`src/rtl/irq_entry_pkg.sv`:
```
package irq_entry_pkg;
  typedef enum logic [1:0] {
    ST_IDLE,
    ST_WR_HI,
    ST_WR_LO,
    ST_LOAD
  } ent_state_e;

  function automatic logic [8:0] add_odd_par(logic [7:0] c);
    return {~^c, c};
  endfunction

  function automatic logic char_par_ok(logic [8:0] c);
    return ^c;
  endfunction
endpackage

```
`src/rtl/irq_req.sv`:
```
module irq_req #(
  parameter int NLATCH = 8
) (
  input  logic              clk_i,
  input  logic              rst_ni,
  input  logic              mask_we_i,
  input  logic [NLATCH-1:0] mask_i,
  input  logic [NLATCH-1:0] latch_i,
  output logic              req_o
);
  logic [NLATCH-1:0] mask_q;

  always_ff @(posedge clk_i or negedge rst_ni) begin
    if (!rst_ni)        mask_q <= '0;
    else if (mask_we_i) mask_q <= mask_i;
  end

  assign req_o = |(latch_i & mask_q);
endmodule

```
`src/rtl/irq_seq.sv`:
```
module irq_seq
  import irq_entry_pkg::*;
#(
  parameter int WW       = 11,
  parameter int VEC_CHAR = 4,
  parameter int HI_LOC   = 1,
  parameter int LO_LOC   = 2,
  parameter int RET_WORD = 0
) (
  input  logic            clk_i,
  input  logic            rst_ni,
  input  logic            insn_done_i,
  input  logic            req_i,
  input  logic [WW-1:0]   cur_pc_i,
  input  logic [WW-1:0]   next_pc_i,
  output logic            busy_o,
  output logic            mem_we_o,
  output logic [WW+1:0]   mem_addr_o,
  output logic [8:0]      mem_wdata_o,
  output logic            pc_load_o,
  output logic [WW-1:0]   pc_vec_o
);
  localparam int AW       = WW + 2;
  localparam int VEC_WORD = VEC_CHAR / 4;

  ent_state_e  state_q, state_d;
  logic [WW-1:0] ret_q;
  logic        blk_q;
  logic        take;

  assign take = insn_done_i && req_i && !blk_q && (state_q == ST_IDLE);

  always_comb begin
    state_d = state_q;
    unique case (state_q)
      ST_IDLE:  if (take) state_d = ST_WR_HI;
      ST_WR_HI: state_d = ST_WR_LO;
      ST_WR_LO: state_d = ST_LOAD;
      default:  state_d = ST_IDLE;
    endcase
  end

  always_ff @(posedge clk_i or negedge rst_ni) begin
    if (!rst_ni) begin
      state_q <= ST_IDLE;
      ret_q   <= '0;
      blk_q   <= 1'b0;
    end else begin
      state_q <= state_d;
      if (take) begin
        ret_q <= next_pc_i;
        blk_q <= 1'b1;
      end else if (insn_done_i && blk_q && cur_pc_i == WW'(RET_WORD)) begin
        blk_q <= 1'b0;
      end
    end
  end

  always_comb begin
    mem_we_o    = 1'b0;
    mem_addr_o  = '0;
    mem_wdata_o = '0;
    case (state_q)
      ST_WR_HI: begin
        mem_we_o    = 1'b1;
        mem_addr_o  = AW'(HI_LOC);
        mem_wdata_o = add_odd_par(8'(ret_q >> 8));
      end
      ST_WR_LO: begin
        mem_we_o    = 1'b1;
        mem_addr_o  = AW'(LO_LOC);
        mem_wdata_o = add_odd_par(ret_q[7:0]);
      end
      default: ;
    endcase
  end

  assign busy_o    = (state_q != ST_IDLE);
  assign pc_load_o = (state_q == ST_LOAD);
  assign pc_vec_o  = WW'(VEC_WORD);
endmodule

```
`src/rtl/par_chk.sv`:
```
module par_chk
  import irq_entry_pkg::*;
(
  input  logic       clk_i,
  input  logic       rst_ni,
  input  logic       rd_valid_i,
  input  logic [8:0] rd_char_i,
  output logic       perr_o
);
  always_ff @(posedge clk_i or negedge rst_ni) begin
    if (!rst_ni)                                    perr_o <= 1'b0;
    else if (rd_valid_i && !char_par_ok(rd_char_i)) perr_o <= 1'b1;
  end
endmodule

```
`src/rtl/irq_entry_ctrl.sv`:
```
module irq_entry_ctrl #(
  parameter int WW       = 11,
  parameter int NLATCH   = 8,
  parameter int VEC_CHAR = 4,
  parameter int HI_LOC   = 1,
  parameter int LO_LOC   = 2,
  parameter int RET_WORD = 0
) (
  input  logic              clk_i,
  input  logic              rst_ni,
  input  logic              insn_done_i,
  input  logic [WW-1:0]     cur_pc_i,
  input  logic [WW-1:0]     next_pc_i,
  input  logic [NLATCH-1:0] latch_i,
  input  logic              mask_we_i,
  input  logic [NLATCH-1:0] mask_i,
  input  logic              rd_valid_i,
  input  logic [8:0]        rd_char_i,
  output logic              busy_o,
  output logic              mem_we_o,
  output logic [WW+1:0]     mem_addr_o,
  output logic [8:0]        mem_wdata_o,
  output logic              pc_load_o,
  output logic [WW-1:0]     pc_vec_o,
  output logic              perr_o
);
  logic req;

  irq_req #(.NLATCH(NLATCH)) u_req (
    .clk_i     (clk_i),
    .rst_ni    (rst_ni),
    .mask_we_i (mask_we_i),
    .mask_i    (mask_i),
    .latch_i   (latch_i),
    .req_o     (req)
  );

  irq_seq #(
    .WW(WW), .VEC_CHAR(VEC_CHAR), .HI_LOC(HI_LOC), .LO_LOC(LO_LOC), .RET_WORD(RET_WORD)
  ) u_seq (
    .clk_i       (clk_i),
    .rst_ni      (rst_ni),
    .insn_done_i (insn_done_i),
    .req_i       (req),
    .cur_pc_i    (cur_pc_i),
    .next_pc_i   (next_pc_i),
    .busy_o      (busy_o),
    .mem_we_o    (mem_we_o),
    .mem_addr_o  (mem_addr_o),
    .mem_wdata_o (mem_wdata_o),
    .pc_load_o   (pc_load_o),
    .pc_vec_o    (pc_vec_o)
  );

  par_chk u_par (
    .clk_i      (clk_i),
    .rst_ni     (rst_ni),
    .rd_valid_i (rd_valid_i),
    .rd_char_i  (rd_char_i),
    .perr_o     (perr_o)
  );
endmodule

```
`config.mk`:
```
export PLATFORM = sky130hd
export DESIGN_NAME = irq_entry_ctrl
export DESIGN_NICKNAME = d
export VERILOG_FILES = /design/src/rtl/irq_entry_pkg.sv /design/src/rtl/irq_req.sv /design/src/rtl/irq_seq.sv /design/src/rtl/par_chk.sv /design/src/rtl/irq_entry_ctrl.sv
export SDC_FILE = /design/constraint.sdc
export NUM_CORES = 1
export LEC_CHECK = 0
export ABC_AREA = 0
export BUFFER_PORTS_ARGS = -buffer_cell sky130_fd_sc_hd__buf_2
export CAP_MARGIN = 10
export CELL_PAD_IN_SITES_DETAIL_PLACEMENT = 1
export CELL_PAD_IN_SITES_GLOBAL_PLACEMENT = 1
export CORE_UTILIZATION = 29
export CTS_CLUSTER_SIZE = 30
export DETAILED_ROUTE_END_ITERATION = 10
export PLACE_DENSITY_LB_ADDON = 0.05
export SLEW_MARGIN = 20
export SYNTH_ARGS = -nofsm -noshare
export SYNTH_HDL_FRONTEND = slang
export SYNTH_SLANG_ARGS = --single-unit
```
`constraint.sdc`:
```
create_clock -name clk_i -period 1.7 [get_ports clk_i]
set_clock_uncertainty 0.1 [all_clocks]
set_input_delay 0.255 -clock clk_i [delete_from_list [all_inputs] [get_ports clk_i]]
set_output_delay 0.255 -clock clk_i [all_outputs]
set_load 0.01 [all_outputs]
```
==> out/results.txt, run 1 <==
Power Dens Cells: 1500 nW/um^2
Worst r2r dst: u_seq.ret_q[4]
Psw: 1.10 mW
Clk root buf: clkbuf_8
P_int: 1.94 mW
HPWL Detailed: 2680 um
Commonest cells post-synth: 23 x dfrtp_1, 22 x buf_4, 15 x xnor2_1
Number of max-cap violations: 0
Total power: 3.04 mW
DRT iter0 DRCs: 9
Area leader, netlist: dfrtp_1
Critical path class: reg2out
Tmin final: 1.89 ns
Initial antenna violation count: 0
Final hold viol count: 0
Reg2Reg Setup Slack: -0.07 ns
Sink Count: 23
Most frequent cell after synthesis: dfrtp_1
Synth area leaders: dfrtp_1 39%, buf_4 11%, mux2_4 10%
Post-synthesis async set-or-reset flop share: 100%
RSZ-0062 raised after global routing: true
Top layer reached by signal wires: met4
Syn avg cell area: 11.8 um^2
DRT antenna net count: 0
Crit path max-delay family: XOR/XNOR gates
Die height: 73.6 um
TritonCTS clock tree: yes
Syn-to-layout area delta: 36.0%
Final max-slew violation count: 0
Switching Share: 36.2%
Met3 WL post-DR: 209 um
Crit path depth: 6
Crit-path most repeated cell: xnor2_1
Seq/Total Area, Yosys: 38.7%
Detailed-route wire length: 3420 um
Port Buffer Count: 66
CP max stage delay: 0.40 ns
DRT Pass-1 Iters: 3
N_diodes: 0
Status: finished, violations left
Die W: 73.6 um
Area share of the largest cell type after synthesis: 38.7%
Mapped Area: 1490 um^2
Clk pwr share: 11.2%
Leak pwr: 1.03 nW
Clock insertion delay at the later pin of the skew report: 0.27 ns
Violated checks: negative setup slack
WL met2: 1820 um
Critical R2R Launch: u_req.mask_q[4]
Reg2Reg Depth: 6
DR WL/cell: 12.6 um
Die footprint: 5420 um^2
Post-Synthesis Cells: 126
Worst setup endpoint: mem_wdata_o[8]
Critical path, cell by cell: xnor2_1 > xnor2_1 > xnor2_1 > a22oi_1 > nor2b_1 > buf_2
Largest net degree at the start of global routing: 24
GPL Wtd Cong: 0.721
Remaining DRCs: 0
Grt ovf: 0
Rel. slew slack: 64.1%
Setup TNS: -0.835 ns
Vias/cell: 4.17
Hold Path Class: in2reg
Overall Global Routing Usage: 14.4%
Yosys warnings: 0
Worst Tran Pin Value: 0.538 ns
Flop pwr share: 30.4%
Combinational Power Share: 58.4%
Fmax: 528 MHz
Vias: 1129
Nets: 262
Fin crit share: 111%
Vias in the first global route: 1173
Critical path launch point type: register
First-pass GRT wire length: 5760 um
Hold Slack: 0.0845 ns
VDD IR-drop max: 0.473 mV
Worst Path Arrival: 1.54 ns
Critical Path RT: 1.34 ns
Clk pin slew, worst setup/hold paths: 0.09 ns
Worst path bufs/invs: 1
CP endpoint kind: primary output
Post-synth top flop: dfrtp_1
CP max-delay cell: dfrtp_1
H-tree levels: 1
Effective utilization at floorplan: 30.9%
Core Rows: 25
Share of post-route cells with drive strength above 1: 56.9%
Io pins: 89
Clk buf depth: 2
Distinct cells, synth: 25
Final Setup Violations: 12
TritonCTS Buffers: 3
Met1 wire length: 1350 um
Setup WS post-layout: -0.192 ns
Largest fanout on the critical path: 2
Area of the core: 4820 um^2
Worst Setup SP: u_seq.ret_q[3]
#FFs+latches synth: 23
Number of enable flip-flop cells after synthesis: 0
Final core utilization: 42.0%
[area by class of cell]
class                      instances  area, um^2
fill                             585        2790
multi-input combinational         94         842
sequential                        23         577
timing repair buffer              79         459
tap                               67        83.8
clock buffer                       3        41.3
inverter                           4        15.0
clock inverter                     1        5.00
[worst register-to-register path: stages, from the launching register on]
cell,delay (ns)
dfrtp_1,0.38
a22o_1,0.22
a221oi_2,0.23
nand3_2,0.13
nand4b_4,0.17
buf_12,0.14
mux2_4,0.30
[metrics by stage]
stage | cell area (um^2) | setup slack (ns) | instances
after floorplan | 1560 | 0.0408 | 146
after global placement | 1810 | -0.0772 | 258
after detailed placement | 1810 | -0.124 | 258
after CTS | 2010 | -0.221 | 270
after global routing | 2020 | -0.317 | 271
final | 2020 | -0.192 | 271
[cell families (layout without fill, tap and decap cells)]
group           after synthesis  after routing  synth area share (%)
compound gates               11             11                  6.31
xor+xnor                     17             17                  10.0
fa+ha+maj                     5              5                  4.21
buf+inv                      29             87                  14.0
flops                        23             23                  38.7
mux                          20             20                  17.7
other cells                   2             22                 0.505
simple gates                 19             19                  8.66
[registers in the layout (all words and copies together), names as in the netlist]
name           count
u_seq.state_q      2
u_seq.ret_q       11
u_par.perr_o       1
u_req.mask_q       8
u_seq.blk_q        1
[placed cells by master, fill, tap and decap left out, drive strengths merged]
cell,Yosys,routed
mux2,20,20
nand3,2,2
conb,2,22
nor4,3,3
xnor2,15,15
a22o,1,1
nor2,1,1
a22oi,6,6
ha,5,5
nand4b,1,1
xor2,2,2
dfrtp,23,23
nand2,3,3
nor2b,4,4
a21o,1,1
and2,5,5
clkbuf,2,3
a311o,1,1
inv,4,4
clkinv,0,1
a221oi,1,1
dlygate4sd3,0,1
buf,23,78
a31oi,1,1
[routing by layer]
layer | track usage (%) | vias up
li1 | - | 537
met1 | 16.4 | 537
met2 | 26.5 | 51
met3 | 2.61 | 4
met4 | 5.13 | 0
met5 | 0 | -
[what timing repair did]
action | in CTS | in global routing
endpoints found under the setup margin | 22 | 21
hold endpoints to repair | 23 | 0
buffers inserted | 7 | 1
pin swaps | 6 | 1
resized for setup | 13 | 2
hold buffers | 1 | 0
[power by group through the flow]
stage | Combinational (mW) | Sequential (mW) | Clock, mW
2_1_floorplan | 1.12 | 0.868 | 0
6_report | 1.77 | 0.921 | 0.340
4_1_cts | 1.77 | 0.920 | 0.361
3_5_place_dp | 1.50 | 0.919 | 0
5_1_grt | 1.95 | 0.950 | 0.393
3_3_place_gp | 1.46 | 0.902 | 0
[worst min-delay path by stage]
stage                     from               to  slack (ns)  cells past startpoint
finish              rd_valid_i     u_par.perr_o        0.08                      2
global route        rd_valid_i     u_par.perr_o        0.09                      2
CTS                 rd_valid_i     u_par.perr_o        0.08                      2
detailed placement      rst_ni  u_req.mask_q[2]        0.17                      1
global placement        rst_ni  u_req.mask_q[1]        0.16                      1
floorplan               rst_ni     u_par.perr_o       -0.14                      0
No activity file was read; power rests on OpenSTA's default activity.
==> run 2, diff against run 1 <==
==> constraint.sdc (replaced) <==
create_clock -name clk_i -period 1.7 [get_ports clk_i]
set_clock_uncertainty 0.1 [all_clocks]
set_input_delay 0.34 -clock clk_i [delete_from_list [all_inputs] [get_ports clk_i]]
set_output_delay 0.34 -clock clk_i [all_outputs]
set_load 0.01 [all_outputs]
==> run 2 against run 1 <==
  * The flow still finishes with violations (negative setup slack)
  * Core utilization rose by 4.7 points
  * Maximum frequency fell by 3.6%
  * Routed wire length rose by 6.2%
  * Worst hold slack improved by 0.092 ns
  * Power rose by 21%
  * Critical path depth did not move
  * Die area did not move
  * Sequential power rose by 2.4%
  * Global-route usage fell by 0.21 points
  * Critical path type unchanged
  * Highest routed layer unchanged
==> out/results.txt, run 2 (synthesized netlist as in run 1, its figures left out) <==
Status: finished, violations left
Violated checks: negative setup slack
Worst Setup SP: u_seq.ret_q[4]
Dpl ws: -0.242 ns (-0.118 ns)
N_diodes: 0 (unchanged)
Fin crit share: 115% (+4.1 points)
Setup WS post-layout: -0.262 ns (-0.0697 ns)
DRT antenna net count: 0 (unchanged)
Worst Tran Pin Value: 0.541 ns (+0.00315 ns)
First-pass GRT wire length: 5860 um (+1.7%)
HPWL Detailed: 2780 um (+3.7%)
RSZ-0062 raised after global routing: true
Io pins: 89 (unchanged)
Met3 WL post-DR: 212 um (+1.4%)
Final hold viol count: 0 (unchanged)
Critical R2R Launch: u_req.mask_q[4]
Die W: 73.6 um (unchanged)
CP endpoint kind: primary output
Share of post-route cells with drive strength above 1: 65.3% (+8.4 points)
Syn-to-layout area delta: 51.3%
GPL Wtd Cong: 0.712 (-1.2%)
Worst r2r dst: u_seq.ret_q[0]
Crit-path most repeated cell: xnor2_2
Top layer reached by signal wires: met4
DR WL/cell: 12.8 um (+1.7%)
WL met2: 1980 um (+8.9%)
Largest net degree at the start of global routing: 24 (unchanged)
Final core utilization: 46.7% (+4.7 points)
H-tree levels: 1 (unchanged)
Post-Layout Inst Area: 2250 um^2 (+11%)
Crit path depth: 6 (unchanged)
DRT iter0 DRCs: 16 (+7)
Most frequent cells in the layout: 58 x buf_2, 22 x conb_1, 21 x dfrtp_1, 17 x buf_4
Effective utilization at floorplan: 30.9% (unchanged)
Critical path, cell by cell: xnor2_2 > xnor2_2 > xnor2_1 > a22oi_1 > nor2b_1 > buf_2
Leak pwr: 1.14 nW (+10%)
Clk pin slew, worst setup/hold paths: 0.08 ns (about the same)
Total power: 3.66 mW (+21%)
Area of the core: 4820 um^2 (unchanged)
Clock insertion delay at the later pin of the skew report: 0.26 ns (about the same)
Worst setup endpoint: mem_wdata_o[8]
Reg2Reg Depth: 6 (unchanged)
Critical path class: reg2out
Overall Global Routing Usage: 14.1% (-0.21 points)
Largest fanout on the critical path: 2 (unchanged)
Die height: 73.6 um (unchanged)
TritonCTS Buffers: 3 (unchanged)
Port Buffer Count: 66 (unchanged)
Critical Path RT: 1.26 ns (-0.08 ns)
Crit path max-delay family: XOR/XNOR gates
Nets: 274 (+4.6%)
Post-DP Area: 1870 um^2 (+2.9%)
Clk buf depth: 2 (unchanged)
Initial antenna violation count: 0 (unchanged)
Met1 wire length: 1420 um (+4.7%)
Critical path launch point type: register
Die footprint: 5420 um^2 (unchanged)
Worst Path Arrival: 1.52 ns (-0.02 ns)
Clk root buf: clkbuf_8
Largest register by flop count: u_seq.ret_q
DRT Pass-1 Iters: 2 (-1)
Rel. slew slack: 63.9% (-0.21 points)
Regs by FF count: u_seq.ret_q x11, u_req.mask_q x8, u_seq.state_q x2
Grt ovf: 0 (unchanged)
Final Setup Violations: 21 (+9)
Power Dens Cells: 1630 nW/um^2 (+8.4%)
TritonCTS clock tree: yes
Core Rows: 25 (unchanged)
Worst path bufs/invs: 1 (unchanged)
Max reg flops: 11 (unchanged)
Tmin final: 1.96 ns (+0.0697 ns)
Hold Path Class: in2reg
CP max-delay cell: dfrtp_1
Hold Slack: 0.176 ns (+0.0915 ns)
Vias in the first global route: 1249 (+6.5%)
Vias: 1202 (+6.5%)
Most common cell after layout, fill and taps aside: buf_2
Fmax: 510 MHz (-3.6%)
Final max-slew violation count: 0 (unchanged)
Reg2Reg Setup Slack: -0.11 ns (-0.04 ns)
CP max stage delay: 0.42 ns (+0.02 ns)
VDD IR-drop max: 0.574 mV (+21%)
Detailed-route wire length: 3630 um (+6.2%)
Remaining DRCs: 0 (unchanged)
Number of max-cap violations: 0 (unchanged)
Sink Count: 23 (unchanged)
Vias/cell: 4.25 (+2.0%)
[run 2: per-stage QoR]
step | setup TNS, ns | instances
detailed placement | -2.31 | 265
global route | -3.86 | 283
global placement | -1.49 | 265
floorplan | 0 | 146
finish | -1.90 | 283
CTS | -2.34 | 278
[run 2: worst register-to-register path, stage by stage (launching register included)]
cell and delay, ns:
dfrtp_1 0.38, a22o_1 0.23, a221oi_2 0.25, nand3_2 0.13, nand4b_4 0.17, buf_12 0.14
mux2_4 0.30
[run 2: per-layer routing]
layer / global-route usage (%) / vias to the layer above
met4: 4.70 / 0
met2: 26.1 / 49
met1: 16.2 / 589
met3: 2.74 / 2
met5: 0 / -
li1: - / 562
[run 2: layout make-up]
cell class | count | area [um^2]
sequential | 23 | 578
timing repair buffer | 91 | 623
tap | 67 | 83.8
multi-input combinational | 94 | 900
clock buffer | 3 | 41.3
clock inverter | 1 | 5.00
fill | 568 | 2570
inverter | 4 | 20.0
[run 2: worst min-delay path by stage]
stage | start | to | slack (ns) | cells after the start
after global routing | rd_valid_i | u_par.perr_o | 0.19 | 2
after CTS | rd_valid_i | u_par.perr_o | 0.17 | 2
after detailed placement | rst_ni | u_req.mask_q[1] | 0.25 | 1
after global placement | rst_ni | u_req.mask_q[1] | 0.24 | 1
after floorplan | rst_ni | u_par.perr_o | -0.06 | 0
final | rd_valid_i | u_par.perr_o | 0.18 | 2
[run 2: power breakdown]
group | leakage (nW) | total [mW] | internal, mW | switching [mW]
logic | 0.847 | 2.38 | 1.49 | 0.889
clock network | 0.0255 | 0.335 | 0.163 | 0.172
registers | 0.268 | 0.943 | 0.737 | 0.206
total | 1.14 | 3.66 | 2.39 | 1.27
[run 2: repair_timing]
item / in CTS / in global routing
endpoints found under the setup margin: 23 / 24
setup buffers: 8 / 6
pin swaps: 6 / 9
gates cloned: 0 / 0
hold buffers: 1 / 0
resized for setup: 14 / 28
hold endpoints to repair: 23 / 0
